--- src/rtl/burst_seq_pkg.sv ---
package burst_seq_pkg;

   typedef enum logic {
      ORD_LINEAR     = 1'b0,
      ORD_INTERLEAVE = 1'b1
   } burst_order_e;

endpackage

--- src/rtl/burst_beat_ctr.sv ---
module burst_beat_ctr #(
   parameter int unsigned BURST_BITS = 2
) (
   input  logic                  clk,
   input  logic                  rst_n,
   input  logic                  load,
   input  logic [BURST_BITS-1:0] seed,
   input  logic                  adv_n,
   output logic [BURST_BITS-1:0] seed_q,
   output logic [BURST_BITS-1:0] beat_q
);

   localparam logic [BURST_BITS-1:0] ONE  = BURST_BITS'(1);
   localparam logic [BURST_BITS-1:0] ZERO = '0;

   always_ff @(posedge clk) begin
      if (!rst_n) begin
         seed_q <= ZERO;
         beat_q <= ZERO;
      end else if (load) begin
         seed_q <= seed;
         beat_q <= ZERO;
      end else if (!adv_n) begin
         beat_q <= beat_q + ONE;
      end
   end

   // load captures the seed and restarts the beat index
   a_r2_load_restarts: assert property (@(posedge clk) disable iff (!rst_n)
      load |=> (beat_q == ZERO) && (seed_q == $past(seed)));

   // load outranks a simultaneous advance
   a_r3_load_beats_adv: assert property (@(posedge clk) disable iff (!rst_n)
      (load && !adv_n) |=> (beat_q == ZERO));

   // a plain advance steps by exactly one
   a_r4_single_step: assert property (@(posedge clk) disable iff (!rst_n)
      (!load && !adv_n) |=> (beat_q == $past(beat_q) + ONE));

   // no load and no advance keeps the state frozen
   a_r5_hold_state: assert property (@(posedge clk) disable iff (!rst_n)
      (!load && adv_n) |=> ($stable(beat_q) && $stable(seed_q)));

endmodule

--- src/rtl/burst_order_map.sv ---
module burst_order_map
   import burst_seq_pkg::*;
#(
   parameter int unsigned BURST_BITS    = 2,
   parameter bit          MODE_PIN_OPEN = 1'b0
) (
   input  logic [BURST_BITS-1:0] seed_q,
   input  logic [BURST_BITS-1:0] beat_q,
   input  logic                  mode,
   output logic [BURST_BITS-1:0] addr
);

   burst_order_e                order;
   logic [BURST_BITS-1:0]       lin_addr;
   logic [BURST_BITS-1:0]       ilv_addr;

   // An open select pin is pulled toward interleaved order.
   assign order    = MODE_PIN_OPEN ? ORD_INTERLEAVE : burst_order_e'(mode);
   assign lin_addr = seed_q + beat_q;

   genvar gi;
   generate
      for (gi = 0; gi < BURST_BITS; gi++) begin : g_ilv_bit
         assign ilv_addr[gi] = seed_q[gi] ^ beat_q[gi];
      end
   endgenerate

   always_comb begin
      unique case (order)
         ORD_LINEAR:     addr = lin_addr;
         ORD_INTERLEAVE: addr = ilv_addr;
         default:        addr = ilv_addr;
      endcase
   end

endmodule

--- src/rtl/burst_seq_gen.sv ---
module burst_seq_gen #(
   parameter int unsigned BURST_BITS    = 2,
   parameter bit          MODE_PIN_OPEN = 1'b0
) (
   input  logic                  clk,
   input  logic                  rst_n,
   input  logic                  load,
   input  logic [BURST_BITS-1:0] seed,
   input  logic                  adv_n,
   input  logic                  mode,
   output logic [BURST_BITS-1:0] burst_addr,
   output logic [BURST_BITS-1:0] beat
);

   localparam int unsigned BEATS = 1 << BURST_BITS;

   generate
      if (BURST_BITS < 1 || BURST_BITS > 4) begin : g_bad_width
         initial begin
            assert (0) else $error("burst_seq_gen: BURST_BITS %0d outside 1..4", BURST_BITS);
         end
      end
   endgenerate

   initial begin
      assert (BEATS >= 2) else $error("burst_seq_gen: burst of %0d beats too short", BEATS);
   end

   logic [BURST_BITS-1:0] seed_q;
   logic [BURST_BITS-1:0] beat_q;

   burst_beat_ctr #(.BURST_BITS(BURST_BITS)) u_ctr (
      .clk    (clk),
      .rst_n  (rst_n),
      .load   (load),
      .seed   (seed),
      .adv_n  (adv_n),
      .seed_q (seed_q),
      .beat_q (beat_q)
   );

   burst_order_map #(
      .BURST_BITS   (BURST_BITS),
      .MODE_PIN_OPEN(MODE_PIN_OPEN)
   ) u_map (
      .seed_q (seed_q),
      .beat_q (beat_q),
      .mode   (mode),
      .addr   (burst_addr)
   );

   assign beat = beat_q;

   // beat zero always presents the seed, in either order
   a_r8_first_is_seed: assert property (@(posedge clk) disable iff (!rst_n)
      (beat == '0) |-> (burst_addr == seed_q));

   // both orderings visit distinct addresses on each step
   a_r6_step_moves_addr: assert property (@(posedge clk) disable iff (!rst_n)
      ($past(rst_n) && !$past(load) && !$past(adv_n) && $stable(mode))
         |-> (burst_addr != $past(burst_addr)));

endmodule

--- config.mk ---
export PLATFORM = sky130hd
export DESIGN_NAME = burst_seq_gen
export DESIGN_NICKNAME = d
export VERILOG_FILES = /design/src/rtl/burst_seq_pkg.sv /design/src/rtl/burst_beat_ctr.sv /design/src/rtl/burst_order_map.sv /design/src/rtl/burst_seq_gen.sv
export SDC_FILE = /design/constraint.sdc
export NUM_CORES = 1
export LEC_CHECK = 0
export BUFFER_PORTS_ARGS = -buffer_cell sky130_fd_sc_hd__buf_2
export CORE_AREA = 2 2 39 41
export CTS_CLUSTER_DIAMETER = 50
export CTS_CLUSTER_SIZE = 28
export DETAILED_ROUTE_END_ITERATION = 16
export DIE_AREA = 0 0 41 43
export GPL_ROUTABILITY_DRIVEN = 0
export SLEW_MARGIN = 20
export SYNTH_ARGS = -nofsm -noshare
export SYNTH_HDL_FRONTEND = slang
export SYNTH_SLANG_ARGS = --single-unit
export TNS_END_PERCENT = 30
--- constraint.sdc ---
create_clock -name clk -period 1.2 [get_ports clk]
set_input_delay 0.12 -clock clk [delete_from_list [all_inputs] [get_ports clk]]
set_output_delay 0.12 -clock clk [all_outputs]
set_load 0.05 [all_outputs]
==> impl_metrics.toml, run 1 <==
[run_status]
status = "finished with violations"
violations = "negative setup slack"

[finish]
num-fill-cells = 152
fin_util_pct = 26.58
num-nets-final = 43
layout.cells.non_filler = 50
layout-drive-gt1-share_pct = 70.59
syn_to_final_growth_pct = 80.37
design_area_um2 = 367.9
antenna_cells = 0

[logic_synthesis]
synth_area_um2 = 203.9
synth_area_leaders = "dfxtp_1 (39%), xnor2_1 (13%), mux2i_1 (9.8%)"
yosysSeqAreaShare_pct = 39.26
syn_inst = 19
yosysUniqueCellTypes = 11
syn_nets = 27
yosysTopAreaCell = "dfxtp_1"
ys_seq_elements = 4
synth.avg_cell_area_um2 = 10.73
synth_warnings = 0
synth_top_area_share_pct = 39.26

[route]
avgRoutedWirePerCell_um = 8.960
vias_per_cell = 3.580
ant_nets = 0
dr.pass1.iters = 1
vias = 179
drc = 0
drtIter0Drc = 0
wl_um = 448

[clock_tree]
cts_tree = "yes"
clockRootBuffer = "clkbuf_4"
cts_hold_buf = 0
clk_pin_slew_ns = 0.04
clk_latency_ns = 0.24
cts_buffers = 3
cts.path.max_buffers = 2
cts.sinks = 4
cts-htree-levels = 1

[power_and_ir_drop]
power.leakage_nw = 0.1556
p_total_uw = 435.0
power_density_nw_per_um2 = 1183
ir_worst_vdd_mv = 0.5838

[floorplan]
rows = 14
core_region_area_um2 = 1384
die_y_um = 43
design.die.area_um2 = 1763
initial_core_util_pct = 14.74
die_x_um = 41
io_pins = 11

[sta]
clock_skew_ns = 0.00001835
max_freq_ghz = 0.7624
hold_viol = 0
post-route-min-period_ns = 1.312
max-slew-margin-rel_pct = 83.52
tightest_slew_ns = 0.2488
finalCritPeriodShare_pct = 109.3
finalSetupViolCount = 1
tns_ns = -0.1117
finalWorstSetupSlack_ns = -0.1117
rsz0062_at_grt = "true"
slew_viol_final = 0
holdWs_ns = 0.1281

[worst_setup_path]
endpoint_kind = "primary output"
crit_arrival_ns = 1.19
crit_start = "u_ctr.beat_q[0]$_SDFFE_PP0N_"
rr_startpoint = "u_ctr.beat_q[0]$_SDFFE_PP0N_"
cp_max_fo = 2
required_ns = 1.08
start_kind = "flip-flop"
worstSetupPathType = "reg -> out"

[placed_design]
place.port_buffers = 10
place_ws_ns = 0.01135
place.detailed.hpwl_um = 338.7
placed_area_um2 = 316.6
dp_cells = 46

[grt]
grt_antenna_before_repair = 0
grt_pass1_vias = 186
grt_pass1_wl_um = 724
grt_overflow = 0
grt_max_degree = 4
globalRouteTotalUtil_pct = 7.028

[run]
maxCapViolCount = 0

[hold_path]
hp-class = "in -> reg"
hold_start = "rst_n"
critical path: stages, from the launching register on:
cell and delay, ns:
dfxtp_4 0.35, ha_4 0.13, nor2b_4 0.17, xnor2_4 0.12, buf_6 0.17
area by class of cell:
type                       instances  area (um^2)  area share, %
timing repair buffer              12        73.82          20.07
clock buffer                       4        26.28          7.143
sequential                         4        88.84          24.15
multi-input combinational         14        158.9          43.20
tap                               16        20.02          5.442
routing by layer:
metal	track usage [%]	wire length [um]
met5	0	0
met4	2.000	0
met3	7.853	80
met2	9.688	187
met1	6.752	179
sequential cells by signal, summed over array words and instances, names as in the netlist:
signal and count:
u_ctr.seed_q 2, u_ctr.beat_q 2
where the power goes:
part | total [mW] | switching, mW | internal (mW)
registers | 0.144 | 0.00616 | 0.138
clock network | 0.191 | 0.0655 | 0.125
logic | 0.0999 | 0.0538 | 0.0460
total | 0.435 | 0.125 | 0.310
worst paths after layout:
kind / endpoint / slack (ns) / cells after the start
hold reg to reg: u_ctr.beat_q[1]$_SDFFE_PP0N_ / 0.53 / 2
setup reg to reg: u_ctr.beat_q[1]$_SDFFE_PP0N_ / 0.30 / 4
hold / removal: u_ctr.seed_q[0]$_SDFFE_PN0P_ / 0.13 / 2
setup / recovery: burst_addr[1] / -0.11 / 4
timing repair:
| action | CTS | global route |
|---|---|---|
| hold endpoints to repair | 0 | 0 |
| setup buffers | 0 | 0 |
| resized for setup | 6 | 1 |
| pin swaps | 1 | 0 |
| endpoints found under the setup margin | 2 | 1 |
cell usage after synthesis:
cell type	instances
xnor2_1	3
ha_1	1
clkbuf_1	1
nor3_2	1
nor2b_4	1
nor2_1	1
nand2b_1	1
nor2b_1	3
mux2i_1	2
and2b_2	1
dfxtp_1	4
layout by cell type (no fill, tap or decap), types with 2 or more instances in the layout:
cell type | synthesis | final
buf_2 | 0 | 8
buf_4 | 0 | 3
clkbuf_4 | 0 | 3
dfxtp_4 | 0 | 2
mux2i_1 | 2 | 2
nor2b_1 | 3 | 2
nor2b_4 | 1 | 2
xnor2_1 | 3 | 2
cell families after synthesis:
kind of cell / synth area share [%]
xor gates and xnor gates: 12.89
adders and majority gates: 6.134
buffers and inverters: 1.839
DFF: 39.27
muxes: 9.816
and+or+nand+nor: 30.06
Power figures use the tool's default switching activity.
==> run 2, diff against run 1 <==
ABC_CLOCK_PERIOD_IN_PS = 1700   (was unset)
clock period = 1.7 ns   (was 1.2 ns; I/O delays follow)
==> run 2 against run 1 <==
Against the previous run:
- the run now ends clean
- combinational power down 45%
- hold slack better by 0.050 ns
- highest routed layer unchanged
- clock power down 40%
- total power fell by 38%
- clock skew is 0.0016 ns higher
- core utilization fell by 4.9 points
- via count decreased by 11%
- setup slack improved by 0.30 ns
==> impl_metrics.toml, run 2 (synthesis gave the netlist of run 1 again) <==
[run_status]
status = "complete, no violations"

[power_and_ir_drop]
p_total_uw = 271.7
intPower_uw = 198.7
switchingPower_uw = 73.02
ir_worst_vdd_mv = 0.4789
power.leakage_nw = 0.1420
pwr-share-clk_pct = 42.2
pwr-share-seq_pct = 37.6
power_density_nw_per_um2 = 905.0
p_comb_share_pct = 20.2
power.share.switching_pct = 26.87

[worst_setup_path]
required_ns = 1.53
cp_top_family = "flip-flops"
cpMaxStageDelayCell = "dfxtp_1"
path_cells = "ha_1 -> nor2b_1 -> xnor2_2 -> buf_2"
crit_path_max_incr_delay_ns = 0.36
endpoint_kind = "primary output"
crit_buf_inv = 1
worstSetupPathType = "reg -> out"
crit_arrival_ns = 1.34
cp.depth = 4
cp_max_fo = 4
ff2ff_path_depth = 3
start_kind = "flip-flop"
ff2ff_setup_slack_ns = 0.87

[route]
dr.pass1.iters = 2
ant_nets = 0
wl_um = 361
drtIter0Drc = 2
vias_per_cell = 3.404
drc = 0
avgRoutedWirePerCell_um = 7.681
vias = 160

[grt]
grt_antenna_before_repair = 0
grt_pass1_wl_um = 545
grt_max_degree = 5
grt_pass1_vias = 154
globalRouteTotalUtil_pct = 5.316
grt_overflow = 0

[floorplan]
rows = 14
initial_core_util_pct = 14.74
core_region_area_um2 = 1384
design.die.area_um2 = 1763
io_pins = 11
die_y_um = 43
die_x_um = 41

[finish]
num-fill-cells = 161
biggestRegsByFlops = "u_ctr.beat_q: 2 flops, u_ctr.seed_q: 2 flops"
num-nets-final = 41
layout.cells.non_filler = 47
final_cell_mix = "buf_2 (10), dfxtp_1 (4), nor2b_1 (3), clkbuf_4 (3)"
antenna_cells = 0
final_common_cell = "buf_2"
layout-drive-gt1-share_pct = 54.84
design_area_um2 = 300.3
syn_to_final_growth_pct = 47.24

[clock_tree]
cts_tree = "yes"
clk_pin_slew_ns = 0.04
cts.sinks = 4
cts_buffers = 3
cts-htree-levels = 1
cts_hold_buf = 0
cts.path.max_buffers = 2
cts_resized = 0
clockRootBuffer = "clkbuf_4"
clk_latency_ns = 0.23
cts_setup_buffers = 0

[sta]
tns_ns = 0
max_freq_ghz = 0.6622
max-slew-margin-rel_pct = 81.36
hold_viol = 0
finalCritPeriodShare_pct = 88.83
tightest_slew_ns = 0.2777
slew_viol_final = 0
clock_skew_ns = 0.001640
post-route-min-period_ns = 1.510
holdWs_ns = 0.1779
rsz0062_at_grt = "false"
finalSetupViolCount = 0

[placed_design]
place.detailed.hpwl_um = 304.1
placed_area_um2 = 277.8
place.port_buffers = 10
dp_cells = 44

[run]
maxCapViolCount = 0

[hold_path]
hp-class = "in -> reg"
holdPathStages = 2
==> run 2: cell types whose count changed in the layout (fill, tap and decap cells not counted), sizes merged <==
cell / before / now
buf: 12 / 10
clkbuf: 4 / 3
==> run 2: final timing paths <==
path | start | end
worst max-delay path | u_ctr.beat_q[0]$_SDFFE_PP0N_ | burst_addr[1]
worst min-delay path | rst_n | u_ctr.seed_q[0]$_SDFFE_PN0P_
worst max register to register | u_ctr.beat_q[0]$_SDFFE_PP0N_ | u_ctr.beat_q[1]$_SDFFE_PP0N_
worst min register to register | u_ctr.seed_q[0]$_SDFFE_PN0P_ | u_ctr.seed_q[0]$_SDFFE_PN0P_
==> run 2: metrics by stage <==
stage	setup WS [ns]	utilization, %
after CTS	0.1535	21.70
after detailed placement	0.4148	20.07
final	0.1900	21.70
after floorplan	0.1369	-
after global placement	0.4462	20.07
after global routing	0.08496	21.70
==> run 2: routing by layer <==
metal  share of wire, %  global-route usage (%)  vias up
li1                   -                       -       84
met5                  0                       0        -
met3                 14                   7.853        0
met4                  0                   2.000        0
met2                 41                   5.938        9
met1                 45                   5.128       67
==> run 2: area by class of cell <==
class                   instances  area, um^2  share of cell area, %
multi-input cells              14       127.6                  42.50
flip-flops and latches          4       80.08                  26.67
repair buffers                 10       50.05                  16.67
clock buffers                   3       22.52                  7.500
well taps                      16       20.02                  6.667
==> run 2: power groups by stage <==
stage / Clock (mW) / Combinational [mW] / Sequential, mW
5_1_grt: 0.129 / 0.0589 / 0.103
6_report: 0.115 / 0.0549 / 0.102
3_3_place_gp: 0 / 0.0553 / 0.103
2_1_floorplan: 0 / 0.0356 / 0.108
3_5_place_dp: 0 / 0.0557 / 0.104
4_1_cts: 0.124 / 0.0558 / 0.102
==> run 2: worst reg2reg max path, cell delays in order (launching register included) <==
cell     delay, ns
dfxtp_1       0.36
nor2b_4       0.18
xnor2_1       0.12
nor2_1        0.06
==> run 3, diff against run 2 <==
ABC_AREA = 1   (was unset)
ABC_CLOCK_PERIOD_IN_PS = 1940   (was 1700)
CTS_BUF_LIST = sky130_fd_sc_hd__clkbuf_4 sky130_fd_sc_hd__clkbuf_8   (was unset)
clock period = 1.94 ns   (was 1.7 ns; I/O delays follow)
==> run 3 against run 2 <==
Against the previous run:
- sequential cell count did not move
- hold slack improved by 0.0052 ns
- largest cell class unchanged
- setup slack improved by 0.34 ns
- total power shrank 11%
- clock power fell by 10%
- sequential power down 12%
- clock-buffer cell count unchanged
- core utilization up 0.72 points
==> impl_metrics.toml, run 3 <==
[logic_synthesis]
syn_nets = 44
synth-edff-count = 0
ys_seq_elements = 4
synthTopCellsByCount = "nand2_1 (10), inv_1 (6), nor2_1 (6), dfxtp_1 (4), nand3_1 (3)"
synth_xor_xnor_area_share_pct = 0
synth-async-reset-ratio_pct = 0
synth_warnings = 0
synth-main-ff-cell = "dfxtp_1"
synth_area_um2 = 221.5
yosysUniqueCellTypes = 11
synth_top_area_share_pct = 36.16
yosysSeqAreaShare_pct = 36.16
synth-simple-area-share_pct = 33.90
synth_top_family_by_area = "simple AND/OR/NAND/NOR gates"
yosysTopAreaCell = "dfxtp_1"
synth_most_common_cell = "nand2_1"
synth_area_leaders = "dfxtp_1 (36%), nand2_1 (17%), inv_1 (10%)"
synth_fa_ha_area_share_pct = 5.650
syn_inst = 36
synth.avg_cell_area_um2 = 6.152
synth_compound_area_share_pct = 10.73
synth_mux_area_share_pct = 0

[worst_setup_path]
reg2reg_to = "u_ctr.beat_q[1]$_SDFFE_PP0N_"
endpoint_kind = "primary output"
rr_startpoint = "u_ctr.beat_q[0]$_SDFFE_PP0N_"
ff2ff_path_depth = 5
ff2ff_setup_slack_ns = 1.13
cp_max_fo = 3
crit_start = "u_ctr.beat_q[0]$_SDFFE_PP0N_"
worstSetupPathType = "reg -> out"
required_ns = 1.75
start_kind = "flip-flop"
crit_arrival_ns = 1.22

[route]
drtIter0Drc = 5
route.met2.wl_um = 221
wl_um = 448
vias = 244
wl_met3_um = 40
drc = 0
ant_nets = 0
wl_met1_um = 171
highest_layer = "met4"
dr.pass1.iters = 2
avgRoutedWirePerCell_um = 7.000
vias_per_cell = 3.813

[clock_tree]
cts_tree = "yes"
cts_setup_buffers = 0
clockRootBuffer = "clkbuf_4"
cts_hold_buf = 0
cts_buffers = 3
clk_pin_slew_ns = 0.04
cts-htree-levels = 1
cts.sinks = 4
cts_resized = 0
cts.path.max_buffers = 2
clk_latency_ns = 0.24

[floorplan]
die_x_um = 41
initial_core_util_pct = 16.00
core_region_area_um2 = 1384
die_y_um = 43
design.die.area_um2 = 1763
io_pins = 11
rows = 14

[sta]
post-route-min-period_ns = 1.413
hold_viol = 0
tightest_slew_ns = 0.2503
finalWorstSetupSlack_ns = 0.5269
tns_ns = 0
max-slew-margin-rel_pct = 83.43
slew_viol_final = 0
max_freq_ghz = 0.7077
finalSetupViolCount = 0
clock_skew_ns = 0.003448
finalCritPeriodShare_pct = 72.84
rsz0062_at_grt = "false"

[hold_path]
hp-class = "in -> reg"
hold_start = "seed[0]"
holdPathStages = 3
hold_path_end = "u_ctr.seed_q[0]$_SDFFE_PN0P_"

[finish]
final_cell_mix = "nand2_1 (10), buf_2 (10), inv_1 (6), nor2_1 (6), dfxtp_1 (4)"
layout-drive-gt1-share_pct = 31.25
antenna_cells = 0
num-nets-final = 58
syn_to_final_growth_pct = 40.11
biggestRegsByFlops = "u_ctr.beat_q: 2 flops, u_ctr.seed_q: 2 flops"

[power_and_ir_drop]
power_density_nw_per_um2 = 782.0
p_total_uw = 242.6
power.leakage_nw = 0.1698
ir_worst_vdd_mv = 0.2332

[grt]
grt_max_degree = 6
grt_pass1_wl_um = 696
globalRouteTotalUtil_pct = 6.225
grt_antenna_before_repair = 0
grt_overflow = 0
grt_pass1_vias = 195

[run]
maxCapViolCount = 0

[run_status]
status = "complete, no violations"

[placed_design]
place_ws_ns = 0.7605
place.port_buffers = 10
place.detailed.hpwl_um = 387.4
## run 3: kinds of logic (layout without fill, tap and decap cells)
family / after synthesis / in the layout
and+or+nand+nor: 19 / 19
buffers and inverters: 8 / 20
AOI/OAI and AO/OA: 4 / 4
DFF: 4 / 4
adders and majority gates: 1 / 1
## run 3: worst max path at each step
| stage | endpoint | slack [ns] | cells past startpoint |
|---|---|---|---|
| after floorplan | burst_addr[1] | 0.40 | 5 |
| after global placement | burst_addr[1] | 0.77 | 7 |
| after detailed placement | burst_addr[1] | 0.76 | 7 |
| after CTS | burst_addr[1] | 0.50 | 7 |
| after global routing | burst_addr[1] | 0.38 | 7 |
| final | burst_addr[1] | 0.53 | 7 |
## run 3: report_power, final
| part | internal (mW) | total, mW | switching, mW |
|---|---|---|---|
| sequential | 0.0870 | 0.0899 | 0.00290 |
| combinational | 0.0147 | 0.0496 | 0.0349 |
| clock | 0.0692 | 0.103 | 0.0339 |
| total | 0.171 | 0.243 | 0.0717 |
## run 3: metal layers
metal,track usage [%],vias to the layer above
met4,8.000,0
met3,1.571,2
met5,0,-
li1,-,133
met1,7.074,100
met2,7.813,9
## run 3: critical path, cell delays in order, from the launching register on
cell and delay (ns):
dfxtp_1 0.31, ha_1 0.20, inv_1 0.05, nor2_1 0.03, nand3_1 0.05, nand2_1 0.05
inv_1 0.04, buf_2 0.25
## run 3: layout make-up
| class | instances | area [um^2] |
|---|---|---|
| fill | 167 | 1074 |
| multi-input combinational | 24 | 111.4 |
| sequential | 4 | 80.08 |
| timing repair buffer | 10 | 50.05 |
| inverter | 7 | 26.28 |
| clock buffer | 3 | 22.52 |
| tap | 16 | 20.02 |
## run 3: through the flow
stage / std cells / hold slack (ns) / util (%) / cell area, um^2
finish: 64 / 0.1831 / 22.42 / 310.3
global route: 64 / 0.1976 / 22.42 / 310.3
CTS: 64 / 0.1738 / 22.42 / 310.3
detailed placement: 61 / 0.4234 / 20.80 / 287.8
global placement: 61 / 0.4150 / 20.80 / 287.8
floorplan: 36 / 0.3188 / - / 221.5
